## config.mk

```make
export PLATFORM = sky130hd
export DESIGN_NAME = ocwd_top
export DESIGN_NICKNAME = d
export VERILOG_FILES = /design/src/rtl/ocwd_pkg.sv /design/src/rtl/ocwd_tick_gen.sv /design/src/rtl/ocwd_countdown.sv /design/src/rtl/ocwd_rst_pulse.sv /design/src/rtl/ocwd_top.sv
export SDC_FILE = /design/constraint.sdc
export NUM_CORES = 1
export LEC_CHECK = 0
export CORE_MARGIN = 4
export CORE_UTILIZATION = 41
export CTS_BUF_LIST = sky130_fd_sc_hd__clkbuf_4 sky130_fd_sc_hd__clkbuf_8
export DETAILED_ROUTE_END_ITERATION = 6
export PLACE_DENSITY = 0.64
export SYNTH_ARGS = -nofsm -noshare
export SYNTH_HDL_FRONTEND = slang
export SYNTH_HIERARCHICAL = 1
export SYNTH_SLANG_ARGS = --single-unit
```

## constraint.sdc

```tcl
create_clock -name clk_i -period 3.4 [get_ports clk_i]
set_clock_uncertainty 0.2 [all_clocks]
set_input_delay 0.34 -clock clk_i [delete_from_list [all_inputs] [get_ports clk_i]]
set_output_delay 0.34 -clock clk_i [all_outputs]
set_load 0.02 [all_outputs]
```

## src/rtl/ocwd_pkg.sv

```systemverilog
package ocwd_pkg;
  localparam int FC_W = 5;
  typedef logic [FC_W-1:0] fcode_t;
endpackage

```

## src/rtl/ocwd_tick_gen.sv

```systemverilog
module ocwd_tick_gen #(
  parameter int TICK_DIV = 14_500_000
) (
  input  logic clk_i,
  input  logic rst_ni,
  input  logic run_i,
  input  logic clear_i,
  output logic tick_o
);
  localparam int PW = (TICK_DIV > 1) ? $clog2(TICK_DIV) : 1;
  localparam logic [PW-1:0] LAST = PW'(TICK_DIV - 1);

  logic [PW-1:0] pre_q;

  assign tick_o = run_i && (pre_q == LAST);

  always_ff @(posedge clk_i or negedge rst_ni) begin
    if (!rst_ni)                 pre_q <= '0;
    else if (clear_i || !run_i)  pre_q <= '0;
    else if (pre_q == LAST)      pre_q <= '0;
    else                         pre_q <= pre_q + 1'b1;
  end


  idle_clear_chk: assert property (@(posedge clk_i) disable iff (!rst_ni)
    !run_i |=> (pre_q == '0));
endmodule

```

## src/rtl/ocwd_countdown.sv

```systemverilog
module ocwd_countdown #(
  parameter int CNT_W     = 8,
  parameter int LIMIT_RST = 16
) (
  input  logic             clk_i,
  input  logic             rst_ni,
  input  logic             run_i,
  input  logic             tick_i,
  input  logic             kick_i,
  input  logic             lim_wr_i,
  input  logic [CNT_W-1:0] lim_i,
  output logic             reload_o,
  output logic             expire_o
);
  logic [CNT_W-1:0] lim_q, cnt_q;

  assign reload_o = lim_wr_i || kick_i || !run_i;
  // restart beats the final tick
  assign expire_o = run_i && tick_i && !reload_o && (cnt_q <= CNT_W'(1));

  always_ff @(posedge clk_i or negedge rst_ni) begin
    if (!rst_ni) begin
      lim_q <= CNT_W'(LIMIT_RST);
      cnt_q <= CNT_W'(LIMIT_RST);
    end else if (lim_wr_i) begin
      lim_q <= lim_i;
      cnt_q <= lim_i;
    end else if (reload_o || expire_o) begin
      cnt_q <= lim_q;
    end else if (tick_i) begin
      cnt_q <= cnt_q - 1'b1;
    end
  end


  cnt_bound_chk: assert property (@(posedge clk_i) disable iff (!rst_ni)
    cnt_q <= lim_q);

  lim_load_chk: assert property (@(posedge clk_i) disable iff (!rst_ni)
    lim_wr_i |=> (cnt_q == $past(lim_i)));
endmodule

```

## src/rtl/ocwd_rst_pulse.sv

```systemverilog
module ocwd_rst_pulse #(
  parameter int RST_LEN = 16
) (
  input  logic clk_i,
  input  logic rst_ni,
  input  logic fire_i,
  output logic sys_rst_no
);
  localparam int RW = $clog2(RST_LEN + 1);
  logic [RW-1:0] left_q;

  always_ff @(posedge clk_i or negedge rst_ni) begin
    if (!rst_ni)           left_q <= '0;
    else if (fire_i)       left_q <= RW'(RST_LEN);
    else if (left_q != '0) left_q <= left_q - 1'b1;
  end

  assign sys_rst_no = (left_q == '0);


  pulse_len_chk: assert property (@(posedge clk_i) disable iff (!rst_ni)
    left_q <= RW'(RST_LEN));
endmodule

```

## src/rtl/ocwd_top.sv

```systemverilog
module ocwd_top
  import ocwd_pkg::*;
#(
  parameter int CNT_W     = 8,
  parameter int TICK_DIV  = 14_500_000,
  parameter int RST_LEN   = 16,
  parameter int LIMIT_RST = 16
) (
  input  logic             clk_i,
  input  logic             rst_ni,
  input  logic             wd_en_i,
  input  logic             lim_wr_i,
  input  logic [CNT_W-1:0] lim_i,
  input  logic             kick_i,
  input  logic             alarm_clr_i,
  input  logic [FC_W-1:0]  safe_code_i,
  input  logic             sel_wr_i,
  input  logic [FC_W-1:0]  sel_code_i,
  input  logic             src_prog_i,
  output logic             alarm_o,
  output logic [FC_W-1:0]  freq_code_o,
  output logic             src_prog_o,
  output logic             sys_rst_no
);
  logic   alarm_q, run, tick, reload, expire;
  fcode_t code_q;

  assign run = wd_en_i && !alarm_q;

  ocwd_tick_gen #(.TICK_DIV(TICK_DIV)) i_tick (
    .clk_i, .rst_ni, .run_i(run), .clear_i(reload), .tick_o(tick)
  );

  ocwd_countdown #(.CNT_W(CNT_W), .LIMIT_RST(LIMIT_RST)) i_cnt (
    .clk_i, .rst_ni, .run_i(run), .tick_i(tick), .kick_i,
    .lim_wr_i, .lim_i, .reload_o(reload), .expire_o(expire)
  );

  ocwd_rst_pulse #(.RST_LEN(RST_LEN)) i_pulse (
    .clk_i, .rst_ni, .fire_i(expire), .sys_rst_no
  );

  always_ff @(posedge clk_i or negedge rst_ni) begin
    if (!rst_ni)                      alarm_q <= 1'b0;
    else if (expire)                  alarm_q <= 1'b1;
    else if (alarm_clr_i || !wd_en_i) alarm_q <= 1'b0;
  end

  always_ff @(posedge clk_i or negedge rst_ni) begin
    if (!rst_ni)       code_q <= '0;
    else if (expire)   code_q <= safe_code_i;
    else if (sel_wr_i) code_q <= sel_code_i;
  end

  assign alarm_o     = alarm_q;
  assign freq_code_o = code_q;
  assign src_prog_o  = src_prog_i && !alarm_q;


  alarm_rst_chk: assert property (@(posedge clk_i) disable iff (!rst_ni)
    $rose(alarm_q) |-> !sys_rst_no);

  safe_load_chk: assert property (@(posedge clk_i) disable iff (!rst_ni)
    $rose(alarm_q) |-> (freq_code_o == $past(safe_code_i)));

  alarm_hold_chk: assert property (@(posedge clk_i) disable iff (!rst_ni)
    (alarm_q && wd_en_i && !alarm_clr_i) |=> alarm_q);

  no_refire_chk: assert property (@(posedge clk_i) disable iff (!rst_ni)
    (alarm_q && sys_rst_no) |=> sys_rst_no);
endmodule

```

== Yosys cells after proc, flatten, opt, wreduce, memory -nomap -nowiden ==
Cells that the tools add are included.
Word-level totals
  flip-flop bits (word level): 51
Cells by class
  add/subtract/negate cells: 3
  $lt $le $gt $ge: 1
  eq/ne operators: 1
  muxes and demuxes: 11
  reductions and logical operators: 21
Operator list (count)
  24-bit two-way mux: 2
  24-bit by 1-bit adder with 24-bit output (second input constant): 1
  24-bit == test (second input constant): 1
  8-bit two-way mux: 3
  5-bit two-way mux: 4
  8-bit by 1-bit <= comparator with 1-bit output (second input constant): 1
  8-bit by 1-bit subtractor with 8-bit output (second input constant): 1
  1-bit logical AND: 6
  2-bit nonzero test: 3
  5-bit zero test: 1
  1-bit logical OR: 5
  5-bit nonzero test: 1
  5-bit by 1-bit subtractor with 5-bit output (second input constant): 1
  1-bit zero test: 4
  3-bit nonzero test: 1
  1-bit two-way mux: 2

== Logic depth before layout (Yosys ltp) ==
Gate-level depths: netlist of the first run.
  depth after elaboration: 10
  depth in mapped cells: 10
  gate-level depth less buffers: 9

== Modules after synthesis ==
The synthesis of the first run kept the hierarchy.
By module, submodules not included
  ocwd_tick_gen: times used 1, cells an instance 137, area an instance 1278.7 um^2
  ocwd_countdown: times used 1, cells an instance 83, area an instance 888.4 um^2
  ocwd_top: times used 1, cells an instance 27, area an instance 284.0 um^2
  ocwd_rst_pulse: times used 1, cells an instance 26, area an instance 255.2 um^2

== Least setup slack after synthesis of the first run ==
No wires, ideal clock.
  path kind: register to register
  start: register i_tick.pre_q[17]
  end: register code_q[0], in the netlist freq_code_o[0]
  arrival: 2.494 ns
  data required time: 3.077 ns
  slack: 0.582 ns
  stages on the path, launching flop included: 9
  buffers on the path: 1
  cell sequence: dfrtp_1 or4b_2 nor3_1 and3_1 nor2b_1 nand3_1 nor2_1 buf_2 o21ai_1
On the way
  longest elaborated chain between the ends: 6
  elaborated cells between the ends (all ways): 7
  classes of those cells: 1 x eq/ne; 1 x mux; 5 x reduce/logical
RTL lines
  start, declared: line ocwd_tick_gen.sv:13  | logic [PW-1:0] pre_q;
  start signal, assigned: line ocwd_tick_gen.sv:21  | else pre_q <= pre_q + 1'b1;
  24-bit == test (*): line ocwd_tick_gen.sv:15  | assign tick_o = run_i && (pre_q == LAST);
  1-bit logical AND (*): line ocwd_tick_gen.sv:15
  named net tick: line ocwd_top.sv:25  | logic alarm_q, run, tick, reload, expire;
  1-bit logical AND (*) (3 in a row): line ocwd_countdown.sv:19  | assign expire_o = run_i && tick_i && !reload_o && (cnt_q <= CNT_W'(1));
  named net expire: line ocwd_top.sv:25
  5-bit two-way mux / 2-bit nonzero test (equally long branches)
  end signal, assigned: line ocwd_top.sv:51  | else if (expire) code_q <= safe_code_i;
  end signal, assigned: line ocwd_top.sv:52  | else if (sel_wr_i) code_q <= sel_code_i;
  end, declared: line ocwd_top.sv:26  | fcode_t code_q;
The timed path passes the listed nets; every way through them passes the cells marked *.
A chain may end at the register's enable or synchronous reset.

== Final worst setup path of the first run ==
  start: register i_tick.pre_q[17]
  end: register i_cnt.cnt_q[1]
On the way
  longest elaborated chain between the ends: 8
  elaborated cells between the ends (all ways): 9
  classes of those cells: 1 x eq/ne; 2 x mux; 6 x reduce/logical
RTL lines
  24-bit == test (*): line ocwd_tick_gen.sv:15
  1-bit logical AND (*): line ocwd_tick_gen.sv:15
  named net tick: line ocwd_top.sv:25
  1-bit logical AND (3 in a row): line ocwd_countdown.sv:19
  1-bit logical OR: line ocwd_countdown.sv:28  | end else if (reload_o || expire_o) begin
  8-bit two-way mux: line ocwd_countdown.sv:28
  8-bit two-way mux: line ocwd_countdown.sv:25  | end else if (lim_wr_i) begin
  end signal, assigned: line ocwd_countdown.sv:24  | cnt_q <= CNT_W'(LIMIT_RST);
  end signal, assigned: line ocwd_countdown.sv:27  | cnt_q <= lim_i;
  end signal, assigned: line ocwd_countdown.sv:29  | cnt_q <= lim_q;
  end, declared: line ocwd_countdown.sv:15  | logic [CNT_W-1:0] lim_q, cnt_q;
Marks and branches as above.

==> results by group, run 1 <==
Clock tree
  • Post-CTS Hold Fix Bufs: 1
  • Post_cts resized: 0
  • Clock Root Buffer: clkbuf_8
  • CTS Buffer Depth: 2
  • Clk slew on worst S/H paths: approximately 90 ps
  • Sink Count: 51
  • CTS tree: yes
  • H-tree levels: 2
  • TritonCTS buffer count: 5
  • Clock latency on the worst-skew pair: about 290 ps
  • Post-CTS Setup Inserts: 0

Detailed routing
  • Met1 wire length: 2570 um
  • Final wirelength: between 5000 and 6000 um
  • DR vias/cell: 5.24
  • Top routing layer in use: met4
  • Routed Antenna Nets: 0
  • WL met3: 210 um
  • Post-route DRC: 0
  • Initial DRC count: 67
  • Drt first pass iters: 4
  • Drt wl/cell: around 14 um
  • DR WL met2: 2370 um
  • Via count: 2013

Yosys
  • Post-synth top cells: 49 x dfrtp_1, 27 x nor2_1, 23 x nand2_1, 13 x a21oi_1, 12 x inv_1
  • Synth area leader: dfrtp_1
  • EDFF count, synth: 0
  • Syn Std Cell Area: approximately 2700 um2
  • Synth top area cells: dfrtp_1 45%, nor2_1 3.7%, nand2_1 3.2%
  • Post-synthesis async set-or-reset flop share: 1.00
  • Ys flop type: dfrtp_1
  • Synth warnings: 6
  • Most common cell in the netlist: dfrtp_1
  • Unique masters post-synth: between 50 and 60
  • Seq/Total Area, Yosys: 0.472
  • Yosys reg bits: between 50 and 60
  • Syn_area_per_cell: 9.91 um2
  • Net count after synthesis: approximately 300
  • Share of the synthesized area in the top cell type: 0.453
  • Cells after Synth: between 200 and 300

Timing
  • Final min period: 3070 ps
  • Fmax: roughly 0.33 GHz
  • Fin. Hold Viols: 0
  • # setup viols final: 0
  • Period utilization: 0.903
  • Worst Tran Pin Value: 782 ps
  • Headroom to the max-slew limit: 0.479
  • Max Slew Vio Count: 0
  • RSZ-0062 raised after global routing: false
  • Setup ws final: 331 ps
  • Total negative slack: 0 ps

Power
  • Sequential Power Share: 0.574
  • Leakage: 0.00127 uW
  • Clk pwr share: 0.303
  • Int Power: 869 uW
  • Combinational share of power: 0.124
  • Net Sw Frac: 0.237
  • NetSw: 271 uW
  • Worst VDD drop: ~0.00024 V
  • Pwr per Cell Area: ~360 nW/um2

Flow run
  • Max cap viols: 0

Worst setup path
  • Setup crit start: i_tick/pre_q[17]$_DFF_PN0_
  • Worst Path Arrival: 3050 ps
  • Worst Path Required: about 3400 ps
  • Crit path kind: reg2reg
  • Worst Setup Start Kind: register
  • Setup crit end kind: register
  • Worst-path fanout max: 14
  • Reg2reg start: i_tick/pre_q[17]$_DFF_PN0_

Floorplan
  • Die X: roughly 89 um
  • Io pins: 34
  • Core area: 6390 um2
  • Die Footprint: 7960 um2
  • Initial cell density of the core: 0.424
  • Die Y: between 80 and 90 um
  • Num rows: 29

Placement
  • GP Congestion: 0.791
  • Pre-CTS setup slack: 368 ps
  • Post-DP HPWL: 3760 um
  • IO buf count: 33
  • Cell Area, Placed: around 3000 um2

GRT
  • Total Routing Usage GR: 0.139
  • Vias in the first global route: 1962
  • Gr ovfl total: 0
  • Antenna violations before repair: 0
  • Largest net degree at the start of global routing: 36
  • First-pass GRT wire length: between 8000 and 9000 um

Final layout
  • Layout cells sized above 1: 0.104
  • Diodes inserted: 0
  • Final nets: 336
  • Synth-to-Final Area Change: 17.6%
  • Final instance area: approximately 3200 um2

Worst hold path
  • Hold path startpoint: i_tick/pre_q[0]$_DFF_PN0_
  • Worst hold path type: reg2reg

Run status
  • Status: completed
metrics by stage:
step / instances / hold slack [ps] / utilization / total power, uW
after CTS: 384 / 291 / 0.498 / 1160
after global routing: 384 / 331 / 0.498 / 1200
after detailed placement: 375 / 270 / 0.483 / 808
after global placement: 375 / 270 / 0.483 / 806
after floorplan: 273 / -156 / - / 740
final: 384 / 289 / 0.498 / 1140
layout by cell type, fill, tap and decap left out, types with 6 or more instances in the layout:
cell             instances
xnor2_1                  9
xor2_1                   9
clkdlybuf4s50_1         32
and3_1                   6
mux2i_1                  8
a21oi_1                 13
o31ai_1                  6
or4_1                    8
mux2_2                   6
dfrtp_1                 49
nand2_1                 23
nand3_1                 11
o21ai_1                  6
inv_1                   12
nor2_1                  27
nand4_1                  7
cell families (layout without fill, tap and decap cells):
family,count (synthesis),count (layout),share of synthesized area
fa+ha+maj,4,4,0.0185
compound gates,45,45,0.113
flops,51,51,0.472
buf+inv,23,57,0.0411
xor+xnor,18,18,0.0583
simple gates,118,118,0.242
mux,14,14,0.0546
cell type report:
type / instances / area (um2)
fillers: 601 / 3200
multi-input cells: 199 / 1320
flip-flops and latches: 51 / 1280
repair buffers: 37 / 358
well taps: 77 / 96.3
clock buffers: 7 / 83.8
inverters: 12 / 45.0
clock inverters: 1 / 5.00
final timing paths:
| check | slack [ps] | endpoint | depth (start not counted) |
|---|---|---|---|
| min reg2reg | 290 | i_tick/pre_q[0]$_DFF_PN0_ | 1 |
| max | 330 | i_cnt/cnt_q[1]$_DFFE_PN0P_ | 7 |
| max in group asynchronous | 1820 | i_tick/pre_q[18]$_DFF_PN0_ | 3 |
| max reg2reg | 330 | i_cnt/cnt_q[1]$_DFFE_PN0P_ | 7 |
| min in group asynchronous | 460 | i_tick/pre_q[13]$_DFF_PN0_ | 2 |
| min | 290 | i_tick/pre_q[0]$_DFF_PN0_ | 1 |
critical path, cell delays in order, from the launching register on:
cell and delay [ps]:
dfrtp_1 420, or4b_2 680, nor3_1 230, and3_1 350
nor2b_1 340, a31oi_4 250, mux2i_1 180, a222oi_1 310
per-layer routing:
metal	track usage	vias to the layer above
li1	-	1040
met5	0	-
met2	0.230	31
met4	0.0406	0
met3	0.0276	5
met1	0.186	937
state kept, by name, indices dropped and copies added, names as in the netlist:
signal / flops
i_cnt/cnt_q: 8
i_tick/pre_q: 24
i_pulse/left_q: 5
freq_code_o: 5
i_cnt/lim_q: 8
alarm_o: 1
power groups by stage:
stage,registers [uW],clock network [uW],logic [uW]
after floorplan,670,0,69.2
after global placement,666,0,141
after detailed placement,666,0,142
after CTS,654,364,144
after global routing,658,386,157
final,654,345,141
(Power assumes the default switching activity.)
==> run 2, diff against run 1 <==
--- a/config.mk
+++ b/config.mk
@@ -5,11 +5,12 @@
 export SDC_FILE = /design/constraint.sdc
 export NUM_CORES = 1
 export LEC_CHECK = 0
+export ABC_CLOCK_PERIOD_IN_PS = 3400
 export CORE_MARGIN = 4
 export CORE_UTILIZATION = 41
 export CTS_BUF_LIST = sky130_fd_sc_hd__clkbuf_4 sky130_fd_sc_hd__clkbuf_8
 export DETAILED_ROUTE_END_ITERATION = 6
-export PLACE_DENSITY = 0.64
+export PLACE_DENSITY_LB_ADDON = 0.3
 export SYNTH_ARGS = -nofsm -noshare
 export SYNTH_HDL_FRONTEND = slang
 export SYNTH_HIERARCHICAL = 1
==> results by group, run 2 (synthesis results as in run 1) <==
Floorplan
  • Die X: 89.2 um (unchanged)
  • Io pins: 34 (unchanged)
  • Die Y: 89.2 um (unchanged)
  • Die Footprint: 7960 um2 (unchanged)
  • Initial cell density of the core: 0.424 (unchanged)
  • Num rows: 29 (unchanged)
  • Core area: 6390 um2 (unchanged)

Final layout
  • Top reg by flops: i_tick/pre_q (unchanged)
  • Final nets: 336 (unchanged)
  • Layout cells sized above 1: 0.104 (unchanged)
  • Final core utilization: 0.499 (was 0.498)
  • Most frequent cells in the layout: 49 x dfrtp_1, 32 x clkdlybuf4s50_1, 27 x nor2_1, 23 x nand2_1, 13 x a21oi_1 (unchanged)
  • Layout Cells excl Fill: 384 (unchanged)
  • Max reg flops: 24 (unchanged)
  • Diodes inserted: 0 (unchanged)
  • Synth-to-Final Area Change: 17.8% (was 17.6%)
  • Biggest regs: i_tick/pre_q (24), i_cnt/cnt_q (8), i_cnt/lim_q (8) (unchanged)
  • Commonest non-fill, non-tap cell in the layout: dfrtp_1 (unchanged)

Timing
  • RSZ-0062 raised after global routing: false (unchanged)
  • # setup viols final: 0 (unchanged)
  • Final min period: 3120 ps (was 3070 ps)
  • Period utilization: 0.918 (was 0.903)
  • Max Slew Vio Count: 0 (unchanged)
  • Fmax: 0.320 GHz (was 0.326 GHz)
  • Hold Slack: 290 ps (was 289 ps)
  • Fin. Hold Viols: 0 (unchanged)
  • Worst Tran Pin Value: 799 ps (was 782 ps)
  • Total negative slack: 0 ps (unchanged)
  • Headroom to the max-slew limit: 0.468 (was 0.479)
  • Setup ws final: 278 ps (was 331 ps)

Clock tree
  • CTS Buffer Depth: 2 (unchanged)
  • Sink Count: 51 (unchanged)
  • Post_cts resized: 0 (unchanged)
  • Clk slew on worst S/H paths: 90 ps (about the same)
  • CTS tree: yes (unchanged)
  • H-tree levels: 2 (unchanged)
  • Clock Root Buffer: clkbuf_8 (unchanged)
  • Clock latency on the worst-skew pair: 300 ps (was 290 ps)
  • TritonCTS buffer count: 5 (unchanged)

Worst hold path
  • Worst hold path type: reg2reg (unchanged)

GRT
  • First-pass GRT wire length: 9400 um (was 8850 um)
  • Gr ovfl total: 0 (unchanged)
  • Total Routing Usage GR: 0.149 (was 0.139)
  • Antenna violations before repair: 0 (unchanged)
  • Vias in the first global route: 2018 (was 1962)
  • Largest net degree at the start of global routing: 35 (was 36)

Worst setup path
  • Crit path kind: reg2reg (unchanged)
  • Worst Path Buf+Inv: 0 (unchanged)
  • Worst Path Required: 3390 ps (was 3380 ps)
  • Slowest-stage cell, CP: or4b_2 (unchanged)
  • Worst Path Arrival: 3110 ps (was 3050 ps)
  • Worst-path fanout max: 14 (unchanged)
  • Reg-to-reg slack, setup: 280 ps (was 330 ps)
  • Setup crit end kind: register (unchanged)
  • CP Cell Sequence: or4b_2, nor3_1, and3_1, nor2b_1, a31oi_4, mux2i_1, a222oi_1 (unchanged)
  • Critical path's top delay family: simple AND/OR/NAND/NOR gates (unchanged)
  • Max incr delay on CP: 660 ps (was 680 ps)
  • Worst Setup Start Kind: register (unchanged)

Placement
  • Pre-CTS setup slack: 350 ps (was 368 ps)
  • Post-DP HPWL: 3870 um (was 3760 um)
  • IO buf count: 33 (unchanged)
  • Placed cell count: 375 (unchanged)
  • GP Congestion: 0.736 (was 0.791)

Flow run
  • Max cap viols: 0 (unchanged)

Run status
  • Status: completed (unchanged)

Detailed routing
  • DR vias/cell: 5.42 (was 5.24)
  • Drt first pass iters: 4 (unchanged)
  • Routed Antenna Nets: 0 (unchanged)
  • Final wirelength: 5450 um (was 5200 um)
  • Initial DRC count: 75 (was 67)
  • Drt wl/cell: 14.2 um (was 13.5 um)
  • Via count: 2080 (was 2013)
  • Post-route DRC: 0 (unchanged)

Power
  • Leakage: 0.00128 uW (was 0.00127 uW)
  • Pwr per Cell Area: 364 nW/um2 (was 358 nW/um2)
  • Worst VDD drop: 0.000178 V (was 0.000244 V)
## run 2: per-layer routing
layer	vias to the layer above	track usage	routed length, um
met1	998	0.197	2540
met4	0	0.0487	53
met3	4	0.0258	234
met2	41	0.248	2630
li1	1037	-	-
met5	-	0	0
## run 2: power by group
group	internal, uW	switching, uW
clock	173	191
combinational	73.9	67.7
sequential	634	20.3
total	881	279
## run 2: metrics by stage
step | power (uW) | instance area, um2
floorplan | 740 | 2710
global placement | 806 | 3080
detailed placement | 810 | 3080
CTS | 1180 | 3190
global route | 1210 | 3190
finish | 1160 | 3190
## run 2: layout make-up
cell class / count / area, um2
Clock buffer: 7 / 90.1
Clock inverter: 1 / 5.00
Fill cell: 604 / 3200
Inverter: 12 / 45.0
Multi-Input combinational cell: 199 / 1320
Sequential cell: 51 / 1280
Tap cell: 77 / 96.3
Timing Repair Buffer: 37 / 358
## run 2: worst paths after layout
path	end	startpoint	cells after the start
max	i_cnt/cnt_q[1]$_DFFE_PN0P_	i_tick/pre_q[15]$_DFF_PN0_	7
min	i_tick/pre_q[0]$_DFF_PN0_	i_tick/pre_q[0]$_DFF_PN0_	1
max reg2reg	i_cnt/cnt_q[1]$_DFFE_PN0P_	i_tick/pre_q[15]$_DFF_PN0_	7
min reg2reg	i_tick/pre_q[0]$_DFF_PN0_	i_tick/pre_q[0]$_DFF_PN0_	1
max in group asynchronous	i_tick/pre_q[22]$_DFF_PN0_	rst_ni	3
min in group asynchronous	i_tick/pre_q[1]$_DFF_PN0_	rst_ni	2
## run 2: repair_timing
action / CTS / global route
endpoints found under the hold margin: 31 / 0
buffers inserted: 0 / 0
hold buffers: 1 / 0
